===== config.mk =====
export PLATFORM = sky130hd
export DESIGN_NAME = sync_req_router
export DESIGN_NICKNAME = d
export VERILOG_FILES = /design/src/rtl/srr_pkg.sv /design/src/rtl/srr_edge_det.sv /design/src/rtl/srr_burst_ctl.sv /design/src/rtl/srr_ovr_flag.sv /design/src/rtl/sync_req_router.sv
export SDC_FILE = /design/constraint.sdc
export NUM_CORES = 1
export LEC_CHECK = 0
export CORE_ASPECT_RATIO = 0.8
export CORE_MARGIN = 2
export CORE_UTILIZATION = 37
export CTS_BUF_LIST = sky130_fd_sc_hd__clkbuf_8
export DETAILED_ROUTE_END_ITERATION = 10
export PLACE_DENSITY = 0.79
export SLEW_MARGIN = 25
export SYNTH_ARGS = -nofsm -noshare
export SYNTH_HDL_FRONTEND = slang
export SYNTH_SLANG_ARGS = --single-unit
export TNS_END_PERCENT = 100

===== constraint.sdc =====
create_clock -name clk_i -period 4 [get_ports clk_i]
set_clock_uncertainty 0.15 [all_clocks]
set_input_delay 0.8 -clock clk_i [delete_from_list [all_inputs] [get_ports clk_i]]
set_output_delay 0.8 -clock clk_i [all_outputs]
set_load 0.02 [all_outputs]

===== src/rtl/srr_pkg.sv =====
package srr_pkg;
  typedef enum logic [1:0] {
    POL_NONE = 2'd0,
    POL_RISE = 2'd1,
    POL_FALL = 2'd2,
    POL_BOTH = 2'd3
  } pol_e;
endpackage


===== src/rtl/srr_edge_det.sv =====
module srr_edge_det #(
  parameter int NUM_SYNC = 32,
  localparam int SW = $clog2(NUM_SYNC)
) (
  input  logic                clk_i,
  input  logic                rst_ni,
  input  logic [NUM_SYNC-1:0] sync_i,
  input  logic [SW-1:0]       sel_i,
  input  logic [1:0]          pol_i,
  output logic                edge_o
);
  import srr_pkg::*;

  // whole vector registered so a selector change never fakes an edge
  logic [NUM_SYNC-1:0] sync_q;
  logic cur, prev;

  always_ff @(posedge clk_i or negedge rst_ni) begin
    if (!rst_ni) sync_q <= '0;
    else         sync_q <= sync_i;
  end

  assign cur  = sync_i[sel_i];
  assign prev = sync_q[sel_i];

  always_comb begin
    unique case (pol_e'(pol_i))
      POL_RISE: edge_o = cur & ~prev;
      POL_FALL: edge_o = ~cur & prev;
      POL_BOTH: edge_o = cur ^ prev;
      default:  edge_o = 1'b0;
    endcase
  end
endmodule


===== src/rtl/srr_burst_ctl.sv =====
module srr_burst_ctl #(
  parameter int CNT_W = 5
) (
  input  logic             clk_i,
  input  logic             rst_ni,
  input  logic             sync_en_i,
  input  logic             evt_en_i,
  input  logic             edge_i,
  input  logic             fire_i,
  input  logic             clr_i,
  input  logic [CNT_W-1:0] nbreq_i,
  output logic             open_o,
  output logic             evt_o,
  output logic             ovr_o
);
  logic [CNT_W-1:0] cnt_q;
  logic             last;

  assign last  = (cnt_q == nbreq_i);
  assign ovr_o = sync_en_i & edge_i & open_o;

  always_ff @(posedge clk_i or negedge rst_ni) begin
    if (!rst_ni) begin
      cnt_q  <= '0;
      open_o <= 1'b0;
      evt_o  <= 1'b0;
    end else if (clr_i) begin
      cnt_q  <= '0;
      open_o <= 1'b0;
      evt_o  <= 1'b0;
    end else begin
      evt_o <= 1'b0;
      if (!sync_en_i)             open_o <= 1'b0;
      else if (edge_i && !open_o) begin
        open_o <= 1'b1;
        cnt_q  <= '0;
      end
      if (fire_i) begin
        if (last) begin
          cnt_q  <= '0;
          open_o <= 1'b0;
          evt_o  <= evt_en_i;
        end else begin
          cnt_q <= cnt_q + 1'b1;
        end
      end
    end
  end
endmodule


===== src/rtl/srr_ovr_flag.sv =====
module srr_ovr_flag (
  input  logic clk_i,
  input  logic rst_ni,
  input  logic set_i,
  input  logic clr_i,
  output logic flag_o
);
  always_ff @(posedge clk_i or negedge rst_ni) begin
    if (!rst_ni)    flag_o <= 1'b0;
    else if (set_i) flag_o <= 1'b1;
    else if (clr_i) flag_o <= 1'b0;
  end
endmodule


===== src/rtl/sync_req_router.sv =====
module sync_req_router #(
  parameter int NUM_REQ  = 64,
  parameter int NUM_SYNC = 32,
  parameter int CNT_W    = 5,
  localparam int RSW = $clog2(NUM_REQ),
  localparam int SSW = $clog2(NUM_SYNC)
) (
  input  logic                clk_i,
  input  logic                rst_ni,
  input  logic [NUM_REQ-1:0]  req_i,
  input  logic [NUM_SYNC-1:0] sync_i,
  input  logic [RSW-1:0]      req_sel_i,
  input  logic [SSW-1:0]      sync_sel_i,
  input  logic                sync_en_i,
  input  logic [1:0]          sync_pol_i,
  input  logic                evt_en_i,
  input  logic                ovr_ie_i,
  input  logic                nbreq_wr_i,
  input  logic [CNT_W-1:0]    nbreq_i,
  input  logic                ovr_clr_i,
  input  logic                dma_ack_i,
  output logic                dma_req_o,
  output logic                evt_o,
  output logic                ovr_flag_o,
  output logic                irq_o,
  output logic [CNT_W-1:0]    nbreq_o
);
  logic sync_edge, win_open, ovr_set, fire, nb_load;

  // request count only loads while both gating features are idle
  assign nb_load = nbreq_wr_i & ~sync_en_i & ~evt_en_i;

  always_ff @(posedge clk_i or negedge rst_ni) begin
    if (!rst_ni)      nbreq_o <= '0;
    else if (nb_load) nbreq_o <= nbreq_i;
  end

  srr_edge_det #(.NUM_SYNC(NUM_SYNC)) u_edge (
    .clk_i  (clk_i),
    .rst_ni (rst_ni),
    .sync_i (sync_i),
    .sel_i  (sync_sel_i),
    .pol_i  (sync_pol_i),
    .edge_o (sync_edge)
  );

  assign dma_req_o = req_i[req_sel_i] & (~sync_en_i | win_open);
  assign fire      = dma_req_o & dma_ack_i;

  srr_burst_ctl #(.CNT_W(CNT_W)) u_ctl (
    .clk_i     (clk_i),
    .rst_ni    (rst_ni),
    .sync_en_i (sync_en_i),
    .evt_en_i  (evt_en_i),
    .edge_i    (sync_edge),
    .fire_i    (fire),
    .clr_i     (nb_load),
    .nbreq_i   (nbreq_o),
    .open_o    (win_open),
    .evt_o     (evt_o),
    .ovr_o     (ovr_set)
  );

  srr_ovr_flag u_ovr (
    .clk_i  (clk_i),
    .rst_ni (rst_ni),
    .set_i  (ovr_set),
    .clr_i  (ovr_clr_i),
    .flag_o (ovr_flag_o)
  );

  assign irq_o = ovr_flag_o & ovr_ie_i;
endmodule


==> results of run 1 <==
-- power breakdown --
| part | total [mW] | switching [mW] | internal, mW | leakage [nW] |
|---|---|---|---|---|
| Combinational | 0.403 | 0.143 | 0.261 | 1.17 |
| Sequential | 0.520 | 0.0286 | 0.492 | 0.541 |
| Clock | 0.255 | 0.140 | 0.115 | 0.0399 |
-- cell usage in the layout (no fill, tap or decap), drive strengths merged --
cell | synthesis | layout
clkdlybuf4s50 | 0 | 127
buf | 8 | 21
dfrtp | 45 | 45
nand3 | 3 | 3
a32o | 1 | 1
a221oi | 2 | 2
clkdlybuf4s15 | 0 | 1
a22o | 2 | 2
nor4b | 1 | 1
ha | 3 | 3
nor2b | 3 | 3
nand2 | 3 | 3
and3 | 1 | 1
nor2 | 7 | 7
clkinv | 0 | 1
o22ai | 4 | 4
nor3b | 1 | 1
or3 | 1 | 1
and2 | 4 | 4
nand3b | 1 | 1
inv | 6 | 6
xor2 | 3 | 3
o21ai | 3 | 3
clkbuf | 1 | 6
mux2 | 6 | 6
mux2i | 6 | 6
mux4 | 36 | 36
or3b | 2 | 2
nor4 | 1 | 1
xnor2 | 3 | 3
a22oi | 2 | 2
nor3 | 4 | 4
dlymetal6s2s | 0 | 1
and2b | 1 | 1
a221o | 2 | 2
-- routing by layer --
metal | wire [um] | global-route usage (%) | vias to the layer above | share of wire [%]
li1 | - | - | 968 | -
met1 | 3300 | 26.8 | 1040 | 44
met2 | 3740 | 32.1 | 68 | 49
met3 | 417 | 4.47 | 14 | 5.5
met4 | 120 | 4.66 | 0 | 1.6
met5 | 0 | 0 | - | 0
-- final cells by class --
| type | instances | area [um^2] | share of cell area, % |
|---|---|---|---|
| clock buffer | 5 | 68.8 | 1.61 |
| clock inverter | 1 | 5.00 | 0.117 |
| inverter | 6 | 22.5 | 0.528 |
| multi-input combinational | 106 | 1420 | 33.3 |
| sequential | 45 | 1130 | 26.4 |
| tap | 87 | 109 | 2.55 |
| timing repair buffer | 151 | 1510 | 35.5 |
-- sequential cells by signal, indices dropped and copies added (netlist names) --
| signal | cells |
|---|---|
| u_ctl.open_o | 1 |
| u_ovr.flag_o | 1 |
| u_ctl.evt_o | 1 |
| u_edge.sync_q | 32 |
| u_ctl.cnt_q | 5 |
| nbreq_o | 5 |
-- logic make-up after synthesis --
group	count (synthesis)	share of synthesized area (%)
buffers and inverters	15	3.51
and+or+nand+nor	33	7.55
muxes	48	36.8
adders and majority gates	3	1.42
xor gates and xnor gates	6	1.99
DFF	45	42.7
AOI/OAI and AO/OA	16	6.03
-- worst register-to-register path: stages (launching register included) --
cell	delay, ns
dfrtp_1	0.39
mux4_2	0.49
mux4_2	0.48
mux2i_1	0.19
inv_1	0.07
ha_1	0.27
nor2b_1	0.10
o21ai_0	0.08
o21ai_0	0.13
nand2_1	0.09
and3_4	0.21
a221o_1	0.33
-- worst max path at each step --
stage / start / to / slack [ns] / cells past startpoint
after CTS: sync_sel_i[0] / u_ctl.cnt_q[2]$_DFFE_PN0P_ / 0.05 / 13
after global routing: req_sel_i[1] / dma_req_o / 0.01 / 9
after detailed placement: sync_sel_i[0] / u_ctl.cnt_q[2]$_DFFE_PN0P_ / -0.25 / 13
final: req_sel_i[1] / dma_req_o / 0.14 / 9
after floorplan: sync_sel_i[0] / u_ctl.cnt_q[2]$_DFFE_PN0P_ / 0.06 / 13
after global placement: sync_sel_i[0] / u_ctl.cnt_q[2]$_DFFE_PN0P_ / -0.19 / 13
-- metrics by stage --
step | hold slack (ns) | cells | setup WS [ns] | utilization [%] | TNS (ns)
2_1_floorplan | 0.354 | 166 | 0.0567 | - | 0
3_3_place_gp | 0.367 | 394 | -0.194 | 60.3 | -0.703
3_5_place_dp | 0.382 | 394 | -0.252 | 60.3 | -0.982
4_1_cts | 0.398 | 400 | 0.0514 | 61.4 | 0
5_1_grt | 0.388 | 401 | 0.0119 | 61.9 | 0
6_report | 0.351 | 401 | 0.137 | 61.9 | 0
-- repair_timing --
action | CTS | global route
resized for setup | 1 | 5
buffers inserted | 0 | 0
gates cloned | 0 | 1
pin swaps | 0 | 0
hold buffers | 0 | 0
endpoints found under the setup margin | 1 | 4
==> impl_metrics.tcl, run 1 <==
set metrics [dict create \
    outcome "finished, final reports clean" \
    routed_wl_um 7580 \
    critPathLaunchType "input pin" \
    syn_nets 291 \
    placed_area_um2 4160 \
    antenna_found_initial 0 \
    die_y_um 79.5 \
    portBuffers 130 \
    ir_drop_v 0.000275 \
    rsz0062_at_grt "false" \
    drt-wirelength-per-cell_um 18.9 \
    slew_headroom_pct 63.2 \
    r2r_cells 11 \
    cp_num_buf_inv 4 \
    mappedNetlistArea_um2 2640 \
    leakage_nw 1.75 \
    fin_nets 440 \
    rr_startpoint "u_edge.sync_q[11]$_DFF_PN0_" \
    fp-row-count 27 \
    clk_pin_slew_worst_paths_ns 0.08 \
    track_usage_pct 19.6 \
    gp_congestion 0.811 \
    reg2reg_slack_ns 0.91 \
    worstHoldPathType "input pin to async pin" \
    io_pins 131 \
    fillers 528 \
    synthTopCellsByArea "dfrtp_1, mux4_2, mux4_1, mux2_2, mux2i_1" \
    cts_buffers 5 \
    synth_flop_cell "dfrtp_1" \
    netlist_instances 166 \
    grt_max_degree 46 \
    cts_tree "built" \
    cap_violations 0 \
    tightest_slew_ns 0.553 \
    grt_overflow 0 \
    clock_latency_ns 0.29 \
    finalSetupViolCount 0 \
    floorplan.initialDensity_pct 38.2 \
    core_um2 6890 \
    dieWidth_um 98.4 \
    cp_slowest_cell "mux4_1" \
    grt_pass1_vias 2293 \
    diodes 0 \
    synthTopCellsByCount "dfrtp_1, mux4_2, mux4_1" \
    layout-drive-gt1-share_pct 24.5 \
    via_count 2090 \
    synthDistinctLibCells 40 \
    synth_most_common_cell "dfrtp_1" \
    clockBufferDepth 2 \
    avgSynthCellArea_um2 15.9 \
    dp_hpwl_um 6260 \
    remaining_drc_errors 0 \
    stdcell_area_um2 4270 \
    synth-seq-cells 45 \
    post-route-period-util_pct 96.6 \
    dieArea_um2 7820 \
    drt_iter0_drc 107 \
    arrival_ns 2.91 \
    critPathCaptureType "primary output" \
    ant_nets 0 \
    seq_area_frac_synth_pct 42.7 \
    max_stage_delay_ns 0.56 \
    yosysWarnings 0 \
    rr_endpoint "u_ctl.cnt_q[2]$_DFFE_PN0P_" \
    drt_first_pass_iters 4 \
    synth_top_area_share_pct 42.7 \
    critical_path.cell_chain "clkdlybuf4s50_1, buf_12, mux4_1, mux2i_1, buf_4, a221oi_2, a22oi_1, nor2_1, clkdlybuf4s15_1" \
    viasPerCell 5.21 \
    worstPathMaxFanout 14 \
    required_ns 3.05 \
    synth_edf_count 0 \
    cts-htree-levels 2 \
    fmax_mhz 259 \
    yosysTopAreaCell "dfrtp_1" \
    criticalPathCategory "input pin to primary output" \
    slew_violations 0 \
    finalHoldViolCount 0 \
    syn_to_final_growth_pct 62.0 \
    finalCriticalPeriod_ns 3.86 \
    critPathTopFamily "buffers and inverters" \
    cts_root_buf "clkbuf_8" \
    cts.sinks 45 \
    async_flop_share_pct 100 \
    total_power_mw 1.18 \
    grt_pass1_wl_um 11800 \
    p_per_area_nw_per_um2 276 \
]
No activity file was read; power rests on OpenSTA's default activity.
==> inputs of run 2 (changes only) <==
--- a/config.mk
+++ b/config.mk
@@ -5,6 +5,7 @@
 export SDC_FILE = /design/constraint.sdc
 export NUM_CORES = 1
 export LEC_CHECK = 0
+export ABC_AREA = 0
 export CORE_ASPECT_RATIO = 0.8
 export CORE_MARGIN = 2
 export CORE_UTILIZATION = 37
==> constraint.sdc (replaced) <==
create_clock -name clk_i -period 4 [get_ports clk_i]
set_clock_uncertainty 0.15 [all_clocks]
set_input_delay 0.6 -clock clk_i [delete_from_list [all_inputs] [get_ports clk_i]]
set_output_delay 0.6 -clock clk_i [all_outputs]
set_load 0.02 [all_outputs]
==> run 2 against run 1 <==
Worst hold slack worse by 0.22 ns; sequential share of layout area is 0.58 points higher; die area stayed put; fmax grew 3.4%; critical endpoint is now u_ctl.cnt_q[2]$_DFFE_PN0P_; design area shrank 2.1%; clock power rose by 19%; power grew 2.6%; sequential power hardly changed; critical path depth rose by 4; flip-flop and latch count unchanged.
==> impl_metrics.tcl, run 2 (synthesized netlist as in run 1, its figures left out) <==
set metrics [dict create \
    remaining_drc_errors 0 \
    postLayoutCoreUtil_pct 60.6 \
    cts_root_buf "clkbuf_8" \
    p_int_uw 883 \
    final_common_cell "clkdlybuf4s50_1" \
    required_ns 4.04 \
    fin_nets 427 \
    portBuffers 130 \
    slew_violations 0 \
    leakage_nw 1.69 \
    criticalPathCategory "input pin to flip-flop" \
    clk_pin_slew_worst_paths_ns 0.08 \
    drt_iter0_drc 83 \
    die_y_um 79.5 \
    routed_wl_um 7450 \
    combPwrFrac_pct 31.8 \
    grt_pass1_vias 2234 \
    tightest_slew_ns 0.564 \
    grt_overflow 0 \
    finalHoldViolCount 0 \
    ant_nets 0 \
    regMostFlops "u_edge.sync_q" \
    floorplan.initialDensity_pct 38.2 \
    grt_pass1_wl_um 12100 \
    fmax_mhz 268 \
    critPathTopFamily "multiplexers" \
    cts.sinks 45 \
    cp_num_buf_inv 3 \
    arrival_ns 3.77 \
    syn_to_final_growth_pct 58.5 \
    dp_hpwl_um 6230 \
    viasPerCell 5.25 \
    sw_frac_of_total_pct 27.0 \
    clock_latency_ns 0.30 \
    layout_common_cells "clkdlybuf4s50_1, dfrtp_1, mux4_2" \
    worstHoldPathType "input pin to async pin" \
    top_regs "u_edge.sync_q (32), nbreq_o (5), u_ctl.cnt_q (5)" \
    via_count 2048 \
    layout-drive-gt1-share_pct 20.8 \
    p_per_area_nw_per_um2 290 \
    critPathCaptureType "flip-flop" \
    stdcell_area_um2 4180 \
    dieWidth_um 98.4 \
    post-route-period-util_pct 93.4 \
    largest_reg_flops 32 \
    critical_path.cell_chain "clkdlybuf4s50_1, buf_12, mux4_2, mux4_2, mux2i_1, inv_1, ha_1, nor2b_1, o21ai_0, o21ai_0, nand2_1, and3_4, a221o_1" \
    core_um2 6890 \
    fp-row-count 27 \
    cts_tree "built" \
    hold_buffers 0 \
    track_usage_pct 20.3 \
    cp_slowest_cell "mux4_2" \
    grt_max_degree 46 \
    pwr-share-clk_pct 25.1 \
    drt-wirelength-per-cell_um 19.1 \
    placed_area_um2 4070 \
    rsz0062_at_grt "false" \
    dieArea_um2 7820 \
    finalSetupViolCount 0 \
    max_stage_delay_ns 0.54 \
    gp_congestion 0.777 \
    drt_first_pass_iters 4 \
    p_seq_share_pct 43.1 \
    cts-htree-levels 2 \
    cap_violations 0 \
    clockBufferDepth 2 \
    finalCriticalPeriod_ns 3.73 \
    outcome "finished, final reports clean" \
    io_pins 131 \
    antenna_found_initial 0 \
    slew_headroom_pct 62.4 \
    p_switching_uw 327 \
    ir_drop_v 0.000205 \
    cts_buffers 5 \
    worstPathMaxFanout 16 \
    diodes 0 \
    critPathLaunchType "input pin" \
]
run 2: cell types whose count changed in the layout (fill, tap and decap cells not counted), sizes merged:
cell and change:
inv +1, clkdlybuf4s15 -1, buf -12, clkdlybuf4s50 +1
run 2: final timing paths:
check | startpoint | depth (start not counted) | slack [ns] | end
setup reg to reg | u_edge.sync_q[31]$_DFF_PN0_ | 11 | 0.95 | u_ctl.cnt_q[2]$_DFFE_PN0P_
hold reg to reg | u_ovr.flag_o$_DFFE_PN0P_ | 1 | 0.39 | u_ovr.flag_o$_DFFE_PN0P_
max in group asynchronous | rst_ni | 1 | 3.18 | u_ctl.cnt_q[3]$_DFFE_PN0P_
min in group clk_i | u_ovr.flag_o$_DFFE_PN0P_ | 1 | 0.39 | u_ovr.flag_o$_DFFE_PN0P_
hold / removal | rst_ni | 1 | 0.14 | u_edge.sync_q[16]$_DFF_PN0_
setup / recovery | sync_sel_i[0] | 13 | 0.27 | u_ctl.cnt_q[2]$_DFFE_PN0P_
run 2: power groups by stage:
stage / sequential, mW / clock, mW / combinational [mW]
finish: 0.522 / 0.303 / 0.385
global placement: 0.529 / 0 / 0.377
floorplan: 0.536 / 0 / 0.174
CTS: 0.522 / 0.310 / 0.389
global route: 0.527 / 0.332 / 0.418
detailed placement: 0.531 / 0 / 0.387
run 2: area by class of cell:
cell class	instances	area [um^2]
clock buffers	6	82.6
clock inverters	2	17.5
fillers	545	2720
inverters	6	22.5
multi-input cells	106	1420
flip-flops and latches	45	1130
well taps	87	109
repair buffers	138	1400
run 2: through the flow:
step	setup TNS [ns]	cells	power [mW]	hold slack, ns	setup slack, ns
2_1_floorplan	0	166	0.710	0.154	0.257
3_3_place_gp	0	382	0.907	0.356	0.0326
3_5_place_dp	-0.103	382	0.918	0.379	-0.0791
4_1_cts	0	390	1.22	0.336	0.0163
5_1_grt	0	390	1.28	0.181	0.0920
6_report	0	390	1.21	0.135	0.266
run 2: routing by layer:
layer  GRT usage [%]  wire length (um)  up-vias
met4            4.93                82        0
met2            33.7              3760       57
li1                -                 -      945
met1            28.6              3280     1036
met3            2.71               319       10
met5               0                 0        -
run 2: timing repair:
action | 4_1_cts | 5_1_grt
gates resized for setup | 0 | 2
setup buffers | 0 | 0
endpoints found under the setup margin | 0 | 1
==> inputs of run 3 (changes only) <==
--- a/config.mk
+++ b/config.mk
@@ -11,6 +11,7 @@
 export CORE_UTILIZATION = 37
 export CTS_BUF_LIST = sky130_fd_sc_hd__clkbuf_8
 export DETAILED_ROUTE_END_ITERATION = 10
+export MAX_ROUTING_LAYER = met4
 export PLACE_DENSITY = 0.79
 export SLEW_MARGIN = 25
 export SYNTH_ARGS = -nofsm -noshare
==> run 3 against run 2 <==
Critical path depth decreased by 5; power increased by 4.2%; first-iteration DRC count increased by 16%; combinational power about the same; clock power increased by 17%; sequential share of layout area decreased by 0.11 points; routed wire length decreased by 1.5%; worst hold slack got worse by 0.0079 ns; worst setup slack got worse by 0.087 ns; critical endpoint is now dma_req_o; largest power group unchanged.
==> impl_metrics.tcl, run 3 (synthesized netlist as in run 1, its figures left out) <==
set metrics [dict create \
    stdcell_area_um2 4190 \
    finalSetupViolCount 0 \
    hold_buffers 0 \
    p_seq_share_pct 41.4 \
    leakage_nw 1.69 \
    routed_wl_um 7330 \
    critPathLaunchType "input pin" \
    cts_resized 0 \
    post-route-period-util_pct 95.5 \
    reg2reg_slack_ns 0.90 \
    syn_to_final_growth_pct 59.2 \
    critical_path.cell_chain "clkdlybuf4s50_1, buf_12, mux4_1, mux2i_1, a221oi_2, a22oi_1, nor2_1, clkdlybuf4s50_1" \
    via_count 2032 \
    rsz0062_at_grt "false" \
    postCtsSetupRepairBufs 0 \
    grt_overflow 0 \
    track_usage_pct 19.7 \
    combPwrFrac_pct 30.4 \
    ir_drop_v 0.000272 \
    dieWidth_um 98.4 \
    finalHoldViolCount 0 \
    postLayoutCoreUtil_pct 60.9 \
    cts_tree "built" \
    remaining_drc_errors 0 \
    layout_common_cells "clkdlybuf4s50_1, dfrtp_1, mux4_2" \
    cp_slowest_cell "clkdlybuf4s50_1" \
    ant_nets 0 \
    drt_iter0_drc 96 \
    largest_reg_flops 32 \
    cts_root_buf "clkbuf_8" \
    criticalPathCategory "input pin to primary output" \
    diodes 0 \
    sw_frac_of_total_pct 26.2 \
    slew_violations 0 \
    finalCriticalPeriod_ns 3.82 \
    cp_common_cell "clkdlybuf4s50_1" \
    fp-row-count 27 \
    arrival_ns 3.07 \
    max_stage_delay_ns 0.55 \
    critPathCaptureType "primary output" \
    total_power_mw 1.26 \
    final-seq-area_um2 1130 \
    outcome "finished, final reports clean" \
    regMostFlops "u_edge.sync_q" \
    die_y_um 79.5 \
    clk_pin_slew_worst_paths_ns 0.08 \
    antenna_found_initial 0 \
    final_cells 391 \
    cts-htree-levels 2 \
    place_inst 383 \
    grt_pass1_vias 2200 \
    multi_input_area_um2 1420 \
    top_regs "u_edge.sync_q (32), nbreq_o (5), u_ctl.cnt_q (5)" \
    cts.sinks 45 \
    clock_latency_ns 0.31 \
    drt_first_pass_iters 4 \
    p_switching_uw 331 \
    rr_endpoint "u_ctl.cnt_q[2]$_DFFE_PN0P_" \
    io_pins 131 \
    gp_congestion 0.813 \
    viasPerCell 5.20 \
    required_ns 3.25 \
    slew_headroom_pct 63.4 \
    dp_hpwl_um 6180 \
    dieArea_um2 7820 \
    r2r_cells 11 \
    final_common_cell "clkdlybuf4s50_1" \
    worstHoldPathType "input pin to async pin" \
    drt-wirelength-per-cell_um 18.8 \
    fillers 544 \
    p_per_area_nw_per_um2 301 \
    cap_violations 0 \
    cts_buffers 5 \
    grt_pass1_wl_um 11500 \
    portBuffers 130 \
    floorplan.initialDensity_pct 38.2 \
    grt_max_degree 46 \
    p_int_uw 930 \
    placed_area_um2 4080 \
    fin_nets 428 \
    tns_ns 0 \
    fmax_mhz 262 \
    layout-drive-gt1-share_pct 21.1 \
    pwr-share-clk_pct 28.1 \
    core_um2 6890 \
    rr_startpoint "u_edge.sync_q[31]$_DFF_PN0_" \
    worstPathMaxFanout 11 \
    clockBufferDepth 2 \
    tightest_slew_ns 0.549 \
]
run 3: cell types whose count changed in the layout (fill, tap and decap cells not counted), sizes merged:
cell           delta
inv               +1
buf               +1
clkdlybuf4s50     +1
clkbuf            -1
bufinv            +1
clkinv            -1
dlymetal6s2s      -1
run 3: final cells by class:
| type | count | area share, % |
|---|---|---|
| Multi-Input combinational cell | 106 | 33.8 |
| Timing Repair Buffer | 139 | 33.5 |
| Sequential cell | 45 | 26.8 |
| Tap cell | 87 | 2.60 |
| Clock buffer | 5 | 1.64 |
| Clock inverter | 3 | 1.13 |
| Inverter | 6 | 0.537 |
run 3: metal layers:
metal / routed length [um] / vias to the layer above / track usage [%]
met5: 0 / - / -
met1: 3330 / 1011 / 27.4
met4: 91 / 0 / 3.84
met3: 336 / 11 / 4.03
met2: 3580 / 62 / 30.7
li1: - / 948 / -
run 3: worst max path at each step:
stage                        from                          to  slack, ns  cells after the start
finish               req_sel_i[1]                   dma_req_o       0.18                      8
global route         req_sel_i[1]                   dma_req_o       0.07                      8
CTS                  req_sel_i[1]                   dma_req_o       0.16                      8
detailed placement  sync_sel_i[0]  u_ctl.cnt_q[2]$_DFFE_PN0P_      -0.10                     13
global placement    sync_sel_i[0]  u_ctl.cnt_q[2]$_DFFE_PN0P_       0.02                     12
floorplan           sync_sel_i[0]  u_ctl.cnt_q[2]$_DFFE_PN0P_       0.26                     13
run 3: per-stage QoR:
step / hold slack, ns / setup WS, ns
2_1_floorplan: 0.154 / 0.257
3_3_place_gp: 0.352 / 0.0245
3_5_place_dp: 0.380 / -0.100
4_1_cts: 0.324 / 0.163
5_1_grt: 0.169 / 0.0693
6_report: 0.127 / 0.179
run 3: power by group through the flow:
stage	clock network (mW)	registers, mW	logic (mW)
5_1_grt	0.382	0.528	0.413
4_1_cts	0.363	0.522	0.387
3_3_place_gp	0	0.531	0.378
3_5_place_dp	0	0.531	0.385
2_1_floorplan	0	0.536	0.174
6_report	0.355	0.523	0.384
run 3: worst max-delay path: cells and delay by family:
family / cells / cell delay (ns)
AOI/OAI and AO/OA: 2 / 0.34
buffers and inverters: 3 / 1.24
muxes: 2 / 0.82
and+or+nand+nor: 1 / 0.06
